--- src/rtl/bytelane_sram.sv ---
module bytelane_sram #(
  parameter int ADDR_W     = 17,
  parameter int DEPTH_LOG2 = 6,
  parameter int LANE_W     = 8
) (
  input  logic                  clk,
  input  logic                  rst_n,
  input  logic                  cs_n,
  input  logic                  oe_n,
  input  logic                  we_n,
  input  logic                  lb_n,
  input  logic                  ub_n,
  input  logic [ADDR_W-1:0]     addr,
  input  logic [2*LANE_W-1:0]   data_in,
  output logic [2*LANE_W-1:0]   data_out,
  output logic [1:0]            lane_drive
);
  localparam int DATA_W = 2 * LANE_W;
  localparam int DEPTH  = 1 << DEPTH_LOG2;

  logic [DEPTH_LOG2-1:0] idx;
  logic [1:0]            be;
  logic                  wr_act;
  logic                  rd_act;
  logic                  commit;

  logic                  wr_pend;
  logic [DEPTH_LOG2-1:0] w_idx;
  logic [DATA_W-1:0]     w_data;
  logic [1:0]            w_be;

  assign idx    = addr[DEPTH_LOG2-1:0];
  assign be     = ~{ub_n, lb_n};
  assign wr_act = ~cs_n & ~we_n;
  assign rd_act = ~cs_n & ~oe_n & we_n;
  assign commit = wr_pend & ~wr_act;

  assign lane_drive = rd_act ? be : 2'b00;

  always_ff @(posedge clk or negedge rst_n) begin
    if (!rst_n) begin
      wr_pend <= 1'b0;
      w_idx   <= '0;
      w_data  <= '0;
      w_be    <= 2'b00;
    end else if (wr_act) begin
      wr_pend <= 1'b1;
      w_idx   <= idx;
      w_data  <= data_in;
      w_be    <= be;
    end else begin
      wr_pend <= 1'b0;
    end
  end

  for (genvar g = 0; g < 2; g++) begin : g_lane
    logic [LANE_W-1:0] mem [DEPTH];

    always_ff @(posedge clk) begin
      if (commit && w_be[g])
        mem[w_idx] <= w_data[g*LANE_W +: LANE_W];
    end

    assign data_out[g*LANE_W +: LANE_W] = mem[idx];
  end

  p_desel_hiz_r1: assert property (@(posedge clk) disable iff (!rst_n)
    cs_n |-> lane_drive == 2'b00);

  p_outdis_hiz_r2: assert property (@(posedge clk) disable iff (!rst_n)
    (!cs_n && oe_n && we_n) |-> lane_drive == 2'b00);

  p_nobyte_hiz_r3: assert property (@(posedge clk) disable iff (!rst_n)
    (lb_n && ub_n) |-> lane_drive == 2'b00);

  p_nodrive_in_write_r5: assert property (@(posedge clk) disable iff (!rst_n)
    (!cs_n && !we_n) |-> lane_drive == 2'b00);

  p_commit_once_r6: assert property (@(posedge clk) disable iff (!rst_n)
    (wr_pend && (cs_n || we_n)) |=> !wr_pend);

  p_stage_hold_r6: assert property (@(posedge clk) disable iff (!rst_n)
    (wr_pend && (cs_n || we_n)) |=> $stable(w_idx) && $stable(w_data));
endmodule

--- config.mk ---
export PLATFORM = sky130hd
export DESIGN_NAME = bytelane_sram
export DESIGN_NICKNAME = d
export VERILOG_FILES = /design/src/rtl/bytelane_sram.sv
export SDC_FILE = /design/constraint.sdc
export NUM_CORES = 1
export LEC_CHECK = 0
export ABC_CLOCK_PERIOD_IN_PS = 2900
export BUFFER_PORTS_ARGS = -buffer_cell sky130_fd_sc_hd__clkbuf_2
export CORE_MARGIN = 10
export CORE_UTILIZATION = 25
export DETAILED_ROUTE_END_ITERATION = 12
export GPL_ROUTABILITY_DRIVEN = 0
export HOLD_SLACK_MARGIN = 0.15
export PLACE_DENSITY = 0.43
export SLEW_MARGIN = 5
export SYNTH_ARGS = -nofsm -noshare
export SYNTH_HDL_FRONTEND = slang
export SYNTH_SLANG_ARGS = --single-unit
--- constraint.sdc ---
create_clock -name clk -period 2.9 [get_ports clk]
set_clock_uncertainty 0.15 [all_clocks]
set_input_delay 0.145 -clock clk [delete_from_list [all_inputs] [get_ports clk]]
set_output_delay 0.145 -clock clk [all_outputs]
set_load 0.005 [all_outputs]
# Yosys cells after proc, flatten, opt, wreduce, memory -nomap -nowiden
# Memories as Yosys holds them, arrays and structs flattened.
# Index checks and enable logic that the tools add are counted.
# word_totals
ff_bits,25
in_bits,40
wordCells,23
romBits,0
ram_bits,1024
out_inout_bits,18
latchBits,0
memories,2
# memory_table
memory,depth,width,rd,rd_ports_with_merged_regs,write_ports,line_no,text
g_lane[0].mem,64,8,1,0,1,57,logic [LANE_W-1:0] mem [DEPTH];
g_lane[1].mem,64,8,1,0,1,57,
# op_classes
div_mod_pow,0
bitwise,9
shifts,0
muxes,6
eq_ne,0
n_mul,0
order_cmp,0
add_sub_neg,0
reduce_logical,2
# op_table
operator,count
2-to-1 mux 1 bit,5
AND 1 bit,4
inverter 1 bit,4
logical AND 1 bit,2
2-to-1 mux 2 bit,1
inverter 2 bit,1

# Depth between registers and ports, before layout
# Gate-level depths: netlist of run 1.
# logic_depth
depth_word,7
mapped_depth,9
depth_no_buf,5

# Worst setup path before layout of run 1
# No wires, ideal clock.
# synth_timing
kind,reg-to-reg
startpoint,register w_idx[4]
endpoint,"memory g_lane[0].mem[19][0], enable pin"
setup_ns,0.370
stages_incl_launch_ff,7
required_time_ns,2.380
t_arrival_ns,1.778
setup_slack_ns,0.602
synth_period_minus_slack_ns,2.298
path_buffers,2
cell_sequence,dfrtp_1 clkbuf_1 or3b_2 clkbuf_1 inv_1 nand2_1 nor2_1
# synth_lines
item,line_no,text
start: declaration,28,logic [DEPTH_LOG2-1:0] w_idx;
start signal: assignment,48,w_idx <= idx;
end: declaration,57,
# No word-level cell before the write port.

# Worst setup path after layout of run 1
# layout_timing
startpoint,memory g_lane[1].mem[62][0]
endpoint,output data_out[8]
# layout_via
elab_chain_cells,1
# layout_rtl
item,line_no,text
start: declaration,57,
memory read (64 x 8 bit),-,
end: declaration,15,"output logic [2*LANE_W-1:0] data_out,"
# Every way passes these cells.

==> results of run 1 <==
[flip-flops by register name, indices dropped and copies added, names as in the netlist]
name / cells
w_be: 2
w_idx: 6
g_lane.mem: 1024
w_data: 16
wr_pend: 1
[logic make-up (layout without fill, tap and decap cells)]
kind of cell / Yosys count / count (layout) / share of synthesized area [%]
compound gates: 148 / 148 / 2.76
other cells: 0 / 1 / 0
flops: 1049 / 1049 / 77.3
mux: 312 / 312 / 15.2
buf+inv: 122 / 610 / 1.69
simple gates: 279 / 279 / 3.08
[report_power, final]
| group | switching [mW] | internal, mW |
|---|---|---|
| sequential | 0.313 | 17.2 |
| combinational | 1.44 | 0.912 |
| clock | 5.95 | 7.79 |
[metal layers]
metal / share of wire, % / wire length [um]
met4: 2.8 / 3000
met1: 43 / 46200
met3: 3.7 / 3940
met5: 0 / 0
met2: 50 / 53500
[synthesized netlist by cell type, drive strengths merged (2+ instances only)]
master / number
inv: 13
nand3b: 10
and3: 2
mux4: 238
or3b: 3
nor2b: 5
nor4: 15
a211oi: 16
mux2: 38
o211ai: 30
nand2: 42
dfrtp: 25
o22a: 14
o21ai: 5
nand2b: 16
a22oi: 16
a31o: 14
edfxtp: 1024
nor2: 154
mux2i: 36
nand3: 24
o22ai: 29
or3: 2
buf: 63
clkbuf: 46
o221ai: 16
[through the flow]
| step | cells | hold slack, ns |
|---|---|---|
| floorplan | 1910 | -0.301 |
| global placement | 4311 | 0.138 |
| detailed placement | 4311 | 0.147 |
| CTS | 4558 | 0.313 |
| global route | 4558 | 0.408 |
| finish | 4559 | 0.384 |
[tightest hold or removal path, stage by stage]
cell           delay [ns]
dlygate4sd3_1        0.52
dlygate4sd3_1        0.55
clkbuf_2             0.17
buf_12               0.22
[cell type report]
type                    instances  area [um^2]
diodes                          1         2.50
clock buffers                 127         2750
clock inverters                71          719
fillers                     15500       111000
inverters                      13         48.8
multi-input cells             739         8950
flip-flops and latches       1049        31400
well taps                    2160         2700
repair buffers                399         3470
[final timing paths]
kind / depth (start not counted) / endpoint / slack, ns / start
max in group asynchronous: 4 / w_data[10] / 2.01 / rst_n
max: 6 / data_out[8] / -0.20 / g_lane[1].mem[62][0]
max reg2reg: 5 / g_lane[0].mem[16][5] / 0.55 / w_idx[3]
min in group clk: 5 / lane_drive[1] / 0.47 / oe_n
min: 4 / w_idx[1] / 0.38 / rst_n
min reg2reg: 0 / g_lane[1].mem[27][6] / 0.51 / w_data[14]
[timing repair]
action                     CTS  global route
hold buffers                66             0
pin swaps                   30            15
setup endpoints to repair   16             8
resized for setup           58             9
hold endpoints to repair    50             0
==> results_dict.tcl, run 1 <==
set metrics [dict create \
    grt_max_degree 65 \
    via_per_inst 4.43 \
    yosys.area.top_type "edfxtp_1" \
    critPathSlowestCell "mux4_2" \
    irDropWorstVdd_v 0.000474 \
    post-route-cell-area_um2 50000 \
    rsz0062_at_grt "yes" \
    ys_ff_latch 1049 \
    final_cell_mix "1024 x edfxtp_1, 257 x buf_4, 238 x mux4_2" \
    fmax_mhz 322 \
    globalRoute.busiestLayer "met2" \
    power.density_nw_per_um2 671 \
    ys_types 47 \
    layout_commonest_cell "edfxtp_1" \
    timing.critical_path.cells "mux4_2, nand2b_4, o211ai_1, o211ai_1, a31o_2, clkbuf_2" \
    cts_buffer_depth 3 \
    path_class "reg2out" \
    vias 20200 \
    layout_worst_path_cycle_share_pct 107 \
    crit_fanout 1 \
    clkTransAtPathRegs_ns 0.06 \
    io_buffers 46 \
    slew_viol_final 0 \
    worst_ep_arrival_time_ns 2.81 \
    finalHoldViolCount 0 \
    clock_sinks 1049 \
    ys_async_sr_fraction_pct 2.38 \
    syn-cell-area_um2 40600 \
    path_common_cell "o211ai_1" \
    setup_tns_ns -0.807 \
    synth_cells 1910 \
    final.setup.worst_slack_ns -0.204 \
    grt_pass1_wl_um 155000 \
    fp-row-count 147 \
    ios 58 \
    cts_root_buf "clkbuf_16" \
    met2_usage_pct 20.0 \
    endpoint_kind "output pin" \
    p_leak_nw 16.0 \
    die_area_um2 179000 \
    wl_per_cell_um 23.4 \
    detail_route.wirelength_um 107000 \
    start_util_pct 25.2 \
    utilization_pct 31.1 \
    worstPathRequired_ns 2.61 \
    path_buf_inv 1 \
    ant_nets 0 \
    die_x_um 423 \
    placed_cell_area_um2 45600 \
    area_growth_pct 23.3 \
    drt_iter0_markers 1558 \
    grt.met3_usage_pct 1.66 \
    crit_path_max_incr_delay_ns 0.48 \
    finalPower_mw 33.6 \
    drc 0 \
    post-place-ws_ns -0.165 \
    post_cts_buffers 0 \
    hpwl_um 70600 \
    cts_tree "built" \
    core_um2 161000 \
    worst_pin_slew_ns 0.833 \
    crit_path_start_kind "flip-flop" \
    dr.pass1.iters 4 \
    outcome "finished, violations left" \
    synth-edff-count 1024 \
    path_delay_family "compound AO/OA/AOI/OAI gates" \
    htreeDepth 3 \
    avgSynthCellArea_um2 21.2 \
    met1_usage_pct 15.3 \
    synth_area_leaders "edfxtp_1 76%, mux4_2 13%, dfrtp_1 1.5%, nor2_1 1.4%, mux2i_1 0.89%" \
    yosys.area.top_type_share_pct 75.8 \
    synth_ff_type "edfxtp_1" \
    finalSetupViolCount 7 \
    clk_latency_ns 0.72 \
    min_path_type "in2async" \
    cts-buffers-inserted 107 \
    layout-drive-gt1-share_pct 34.4 \
    synth_warnings 0 \
    max-slew-margin-rel_pct 44.5 \
    grt_pass1_vias 21400 \
    violations "setup timing" \
    timing.final.crit_period_ns 3.10 \
    antenna_found_initial 0 \
    grt_remaining_overflow 0 \
    yosysSeqAreaShare_pct 77.3 \
    die_h_um 423 \
    grt.total_usage_pct 11.7 \
    maxCapViolCount 0 \
    fin_nets 2349 \
    syn_nets 1950 \
]
Power figures use the tool's default switching activity.
==> run 2: changes to the inputs <==
--- a/config.mk
+++ b/config.mk
@@ -7,3 +7,3 @@
 export LEC_CHECK = 0
-export ABC_CLOCK_PERIOD_IN_PS = 2900
+export ABC_CLOCK_PERIOD_IN_PS = 4000
 export BUFFER_PORTS_ARGS = -buffer_cell sky130_fd_sc_hd__clkbuf_2
==> constraint.sdc (replaced) <==
create_clock -name clk -period 4 [get_ports clk]
set_clock_uncertainty 0.15 [all_clocks]
set_input_delay 0 -clock clk [delete_from_list [all_inputs] [get_ports clk]]
set_output_delay 0 -clock clk [all_outputs]
set_load 0.005 [all_outputs]
==> run 2 against run 1 <==
Compared with the run above: the flow now finishes without violations; clock power shrank 28%; die area is the same; critical path depth grew 4; non-clock buffer count shrank 175; worst setup slack gained 0.66 ns; combinational power shrank 40%; via count shrank 3.7%; sequential power shrank 27%; critical endpoint is now data_out[3].
==> results_dict.tcl, run 2 (synthesis results as in run 1) <==
set metrics [dict create \
    fin_nets 2173 \
    final_cell_mix "1024 x edfxtp_1, 238 x mux4_2, 154 x nor2_1" \
    io_buffers 46 \
    grt_remaining_overflow 0 \
    multi_input_area_um2 8520 \
    holdPathEnd "lane_drive[1]" \
    seqPwrFrac_pct 53.1 \
    post-place-ws_ns 0.908 \
    rsz0062_at_grt "no" \
    slew_viol_final 0 \
    worstHoldStart "oe_n" \
    area_growth_pct 18.1 \
    setup_tns_ns 0 \
    drt_iter0_markers 1645 \
    layoutNonFillerInstCount 4381 \
    reg_top3 "g_lane.mem: 1024 flops, w_data: 16 flops, w_idx: 6 flops" \
    grt_pass1_wl_um 152000 \
    combPwrFrac_pct 5.9 \
    seqCellArea_um2 31400 \
    timing.final.crit_period_ns 3.54 \
    timing.critical_path.cells "dlygate4sd3_1, buf_8, buf_12, mux4_2, o22a_1, o221ai_1, nor4_1, buf_4, a31o_1, clkbuf_2" \
    layout_commonest_cell "edfxtp_1" \
    cts_tree "built" \
    endpoint_kind "output pin" \
    r2r_cells 4 \
    start_util_pct 25.2 \
    ios 58 \
    cts_root_buf "clkbuf_16" \
    dr.pass1.iters 5 \
    drc 0 \
    worst_ep_arrival_time_ns 3.39 \
    via_per_inst 4.44 \
    rr_startpoint "w_idx[0]" \
    clk_latency_ns 0.72 \
    path_class "in2out" \
    worstPathRequired_ns 3.85 \
    ant_nets 0 \
    top_register "g_lane.mem" \
    core_um2 161000 \
    timing.rr.end "g_lane[1].mem[18][1]" \
    power_frac_clock_pct 41.0 \
    cts_buffer_depth 3 \
    hpwl_um 67500 \
    cts-buffers-inserted 106 \
    grt_max_degree 65 \
    antenna_found_initial 1 \
    p_sw_mw 5.37 \
    irDropWorstVdd_v 0.000385 \
    layout_worst_path_cycle_share_pct 88.6 \
    fp-row-count 147 \
    largest_reg_flops 1024 \
    p_leak_nw 14.9 \
    fillers 15600 \
    finalSetupViolCount 0 \
    grt.total_usage_pct 11.5 \
    clock_sinks 1049 \
    outcome "completed" \
    antenna_cells 0 \
    p_int_mw 18.6 \
    finalHoldViolCount 0 \
    netSwitchingFraction_pct 22.4 \
    crit_path_max_incr_delay_ns 0.73 \
    htreeDepth 3 \
    crit_fanout 44 \
    final.setup.worst_slack_ns 0.457 \
    ctsResizeCount 0 \
    die_x_um 423 \
    power.density_nw_per_um2 500 \
    holdPathStages 5 \
    grt_pass1_vias 21000 \
    layout-drive-gt1-share_pct 27.6 \
    min_path_type "in2out" \
    crit_path_start_kind "primary input" \
    detail_route.wirelength_um 105000 \
    max-slew-margin-rel_pct 37.1 \
    regToRegSetupSlack_ns 0.80 \
    fmax_mhz 282 \
    die_area_um2 179000 \
    maxCapViolCount 0 \
    worst_pin_slew_ns 0.940 \
    critPathSlowestCell "nor4_1" \
    dp.cells 4135 \
    vias 19400 \
    wl_per_cell_um 23.9 \
    die_h_um 423 \
]
## run 2: repair_timing
item / 4_1_cts / 5_1_grt
hold endpoints to repair: 51 / 0
setup buffers: 0 / 0
endpoints found under the setup margin: 0 / 0
hold buffers: 50 / 0
## run 2: metal layers
metal | routed length [um] | up-vias | track usage (%)
met2 | 53600 | 407 | 20.1
met1 | 45000 | 10500 | 14.9
met3 | 4010 | 113 | 1.57
li1 | - | 8413 | -
met4 | 2060 | 0 | 3.16
met5 | 0 | - | 0
## run 2: power groups by stage
stage / Sequential (mW) / Combinational [mW] / Clock (mW)
2_1_floorplan: 12.9 / 0.666 / 0
3_3_place_gp: 13.0 / 1.39 / 0
3_5_place_dp: 13.0 / 1.42 / 0
4_1_cts: 12.8 / 1.47 / 10.1
5_1_grt: 12.8 / 1.53 / 10.6
6_report: 12.7 / 1.42 / 9.83
## run 2: worst max-delay path: cells and delay by family
kind,cells,cell delay (ns)
AND/OR/NAND/NOR,1,0.73
multiplexers,1,0.32
buffers and inverters,5,1.57
AO/OA/AOI/OAI,3,0.66
## run 2: layout make-up
| type | count | share of cell area (%) |
|---|---|---|
| inverter | 13 | 0.102 |
| multi-input combinational | 739 | 17.8 |
| timing repair buffer | 224 | 3.86 |
| tap | 2160 | 5.64 |
| clock inverter | 70 | 1.33 |
| clock buffer | 126 | 5.82 |
| sequential | 1049 | 65.5 |
## run 2: per-stage QoR
stage / utilization [%] / hold slack [ns] / instance area, um^2 / total power [mW]
2_1_floorplan: - / -0.446 / 40600 / 13.6
3_3_place_gp: 27.3 / -0.0152 / 44000 / 14.4
3_5_place_dp: 27.3 / 0.00699 / 44000 / 14.4
4_1_cts: 29.8 / 0.179 / 47900 / 24.3
5_1_grt: 29.8 / 0.224 / 47900 / 24.8
6_report: 29.8 / 0.181 / 47900 / 24.0
## run 2: worst max path at each step
stage,start,end,slack [ns],cells past startpoint
6_report,addr[0],data_out[3],0.46,10
4_1_cts,addr[0],data_out[3],0.34,10
2_1_floorplan,w_idx[4],g_lane[0].mem[19][0],1.70,6
3_5_place_dp,w_idx[0],g_lane[1].mem[18][3],0.91,4
3_3_place_gp,w_idx[0],g_lane[1].mem[18][7],0.93,4
5_1_grt,addr[0],data_out[3],0.30,10
==> run 3: changes to the inputs <==
- CORE_ASPECT_RATIO: not set -> 0.5
==> run 3 against run 2 <==
Compared with the run above: power increased by 0.86%; critical path depth decreased by 1; worst hold slack got worse by 0.00082 ns; flip-flop and latch count unchanged; fmax increased by 1.2%; final cell count increased by 0.71%; non-clock buffer count increased by 18; sequential power about the same; highest routed layer unchanged.
==> results_dict.tcl, run 3 (synthesis results as in run 1) <==
set metrics [dict create \
    die_area_um2 180000 \
    path_class "in2out" \
    critPathSlowestCell "dlygate4sd3_1" \
    crit_fanout 75 \
    area_growth_pct 18.7 \
    cts_tree "built" \
    grt_max_degree 76 \
    drt_iter0_markers 1501 \
    rsz0062_at_grt "no" \
    grt_pass1_vias 20300 \
    fp-row-count 104 \
    utilization_pct 29.9 \
    path_buf_inv 4 \
    slew_viol_final 0 \
    hold_ws_ns 0.180 \
    cts-buffers-inserted 106 \
    finalSetupViolCount 0 \
    power.density_nw_per_um2 502 \
    finalHoldViolCount 0 \
    ant_nets 0 \
    fin_nets 2191 \
    clock_sinks 1049 \
    layout_worst_path_cycle_share_pct 87.6 \
    dr.pass1.iters 5 \
    worst_ep_arrival_time_ns 3.35 \
    setup_tns_ns 0 \
    cts_buffer_depth 3 \
    vias 19500 \
    die_h_um 305 \
    hpwl_um 65600 \
    grt.total_usage_pct 11.3 \
    crit_path_start_kind "primary input" \
    io_buffers 46 \
    post-route-cell-area_um2 48200 \
    worst_pin_slew_ns 1.11 \
    endpoint_kind "output pin" \
    wl_per_cell_um 23.7 \
    reg_top3 "g_lane.mem: 1024 flops, w_data: 16 flops, w_idx: 6 flops" \
    layout_commonest_cell "edfxtp_1" \
    timing.final.crit_period_ns 3.50 \
    crit_path_max_incr_delay_ns 0.56 \
    layout-drive-gt1-share_pct 28.0 \
    ctsResizeCount 0 \
    detail_route.wirelength_um 105000 \
    timing.critical_path.cells "dlygate4sd3_1, buf_8, buf_4, mux4_2, a22oi_1, nand3_1, o31ai_1, a41oi_1, clkbuf_2" \
    irDropWorstVdd_v 0.000286 \
    final_cell_mix "1024 x edfxtp_1, 238 x mux4_2, 154 x nor2_1" \
    cts_root_buf "clkbuf_16" \
    grt_pass1_wl_um 150000 \
    antenna_found_initial 1 \
    path_delay_family "buffers and inverters" \
    clk_latency_ns 0.71 \
    antenna_cells 0 \
    htreeDepth 3 \
    outcome "completed" \
    via_per_inst 4.43 \
    top_register "g_lane.mem" \
    drc 0 \
    core_um2 161000 \
    placed_cell_area_um2 44200 \
    maxCapViolCount 0 \
    grt_remaining_overflow 0 \
    p_leak_nw 15.0 \
    largest_reg_flops 1024 \
    fmax_mhz 286 \
    die_x_um 590 \
    ios 58 \
    start_util_pct 25.2 \
    worstPathRequired_ns 3.85 \
    max-slew-margin-rel_pct 25.7 \
    min_path_type "in2out" \
]
==> run 3: per-stage QoR <==
stage                     cells  setup WS, ns  total power, mW
after floorplan            1910          1.70             13.6
after global placement     4165         0.978             14.4
after detailed placement   4165         0.953             14.4
after CTS                  4412         0.438             24.5
after global routing       4412         0.397             25.0
final                      4412         0.498             24.2
==> run 3: worst reg2reg max path, delay by kind of cell, from the launching register on <==
kind,cells,cell delay (ns)
AND/OR/NAND/NOR,3,1.80
flip-flops,1,0.46
buffers and inverters,2,0.36
==> run 3: what timing repair did <==
item                      in CTS  in global routing
hold endpoints to repair      51                  0
buffers inserted               0                  0
hold buffers                  51                  0
==> run 3: cell type report <==
class / count / area [um^2]
Clock inverter: 68 / 703
Fill cell: 15800 / 113000
Sequential cell: 1049 / 31400
Inverter: 13 / 48.8
Timing Repair Buffer: 242 / 2010
Multi-Input combinational cell: 739 / 8520
Tap cell: 2173 / 2720
Clock buffer: 128 / 2760
==> run 3: path summary, 6_finish.rpt <==
| path | start | to | slack [ns] | cells past startpoint |
|---|---|---|---|---|
| setup / recovery | addr[1] | data_out[14] | 0.50 | 9 |
| hold / removal | oe_n | lane_drive[0] | 0.18 | 5 |
| setup reg to reg | w_idx[0] | g_lane[1].mem[10][1] | 0.94 | 5 |
| hold reg to reg | w_data[5] | g_lane[0].mem[26][5] | 0.36 | 0 |
| max in group asynchronous | rst_n | w_data[8] | 2.78 | 5 |
| min in group asynchronous | rst_n | w_data[6] | 0.73 | 5 |
==> run 3: layer usage <==
layer	part of all wire [%]	vias to the layer above	track usage, %
li1	-	8467	-
met1	46	10500	15.6
met2	47	406	18.1
met3	4.7	133	2.34
met4	2.3	0	2.89
met5	0	-	0
==> run 3: power breakdown <==
part / total, mW / switching, mW / internal (mW) / leakage, nW
clock: 10.0 / 4.23 / 5.80 / 1.69
sequential: 12.7 / 0.220 / 12.5 / 9.49
combinational: 1.48 / 0.982 / 0.499 / 3.78
total: 24.2 / 5.43 / 18.8 / 15.0
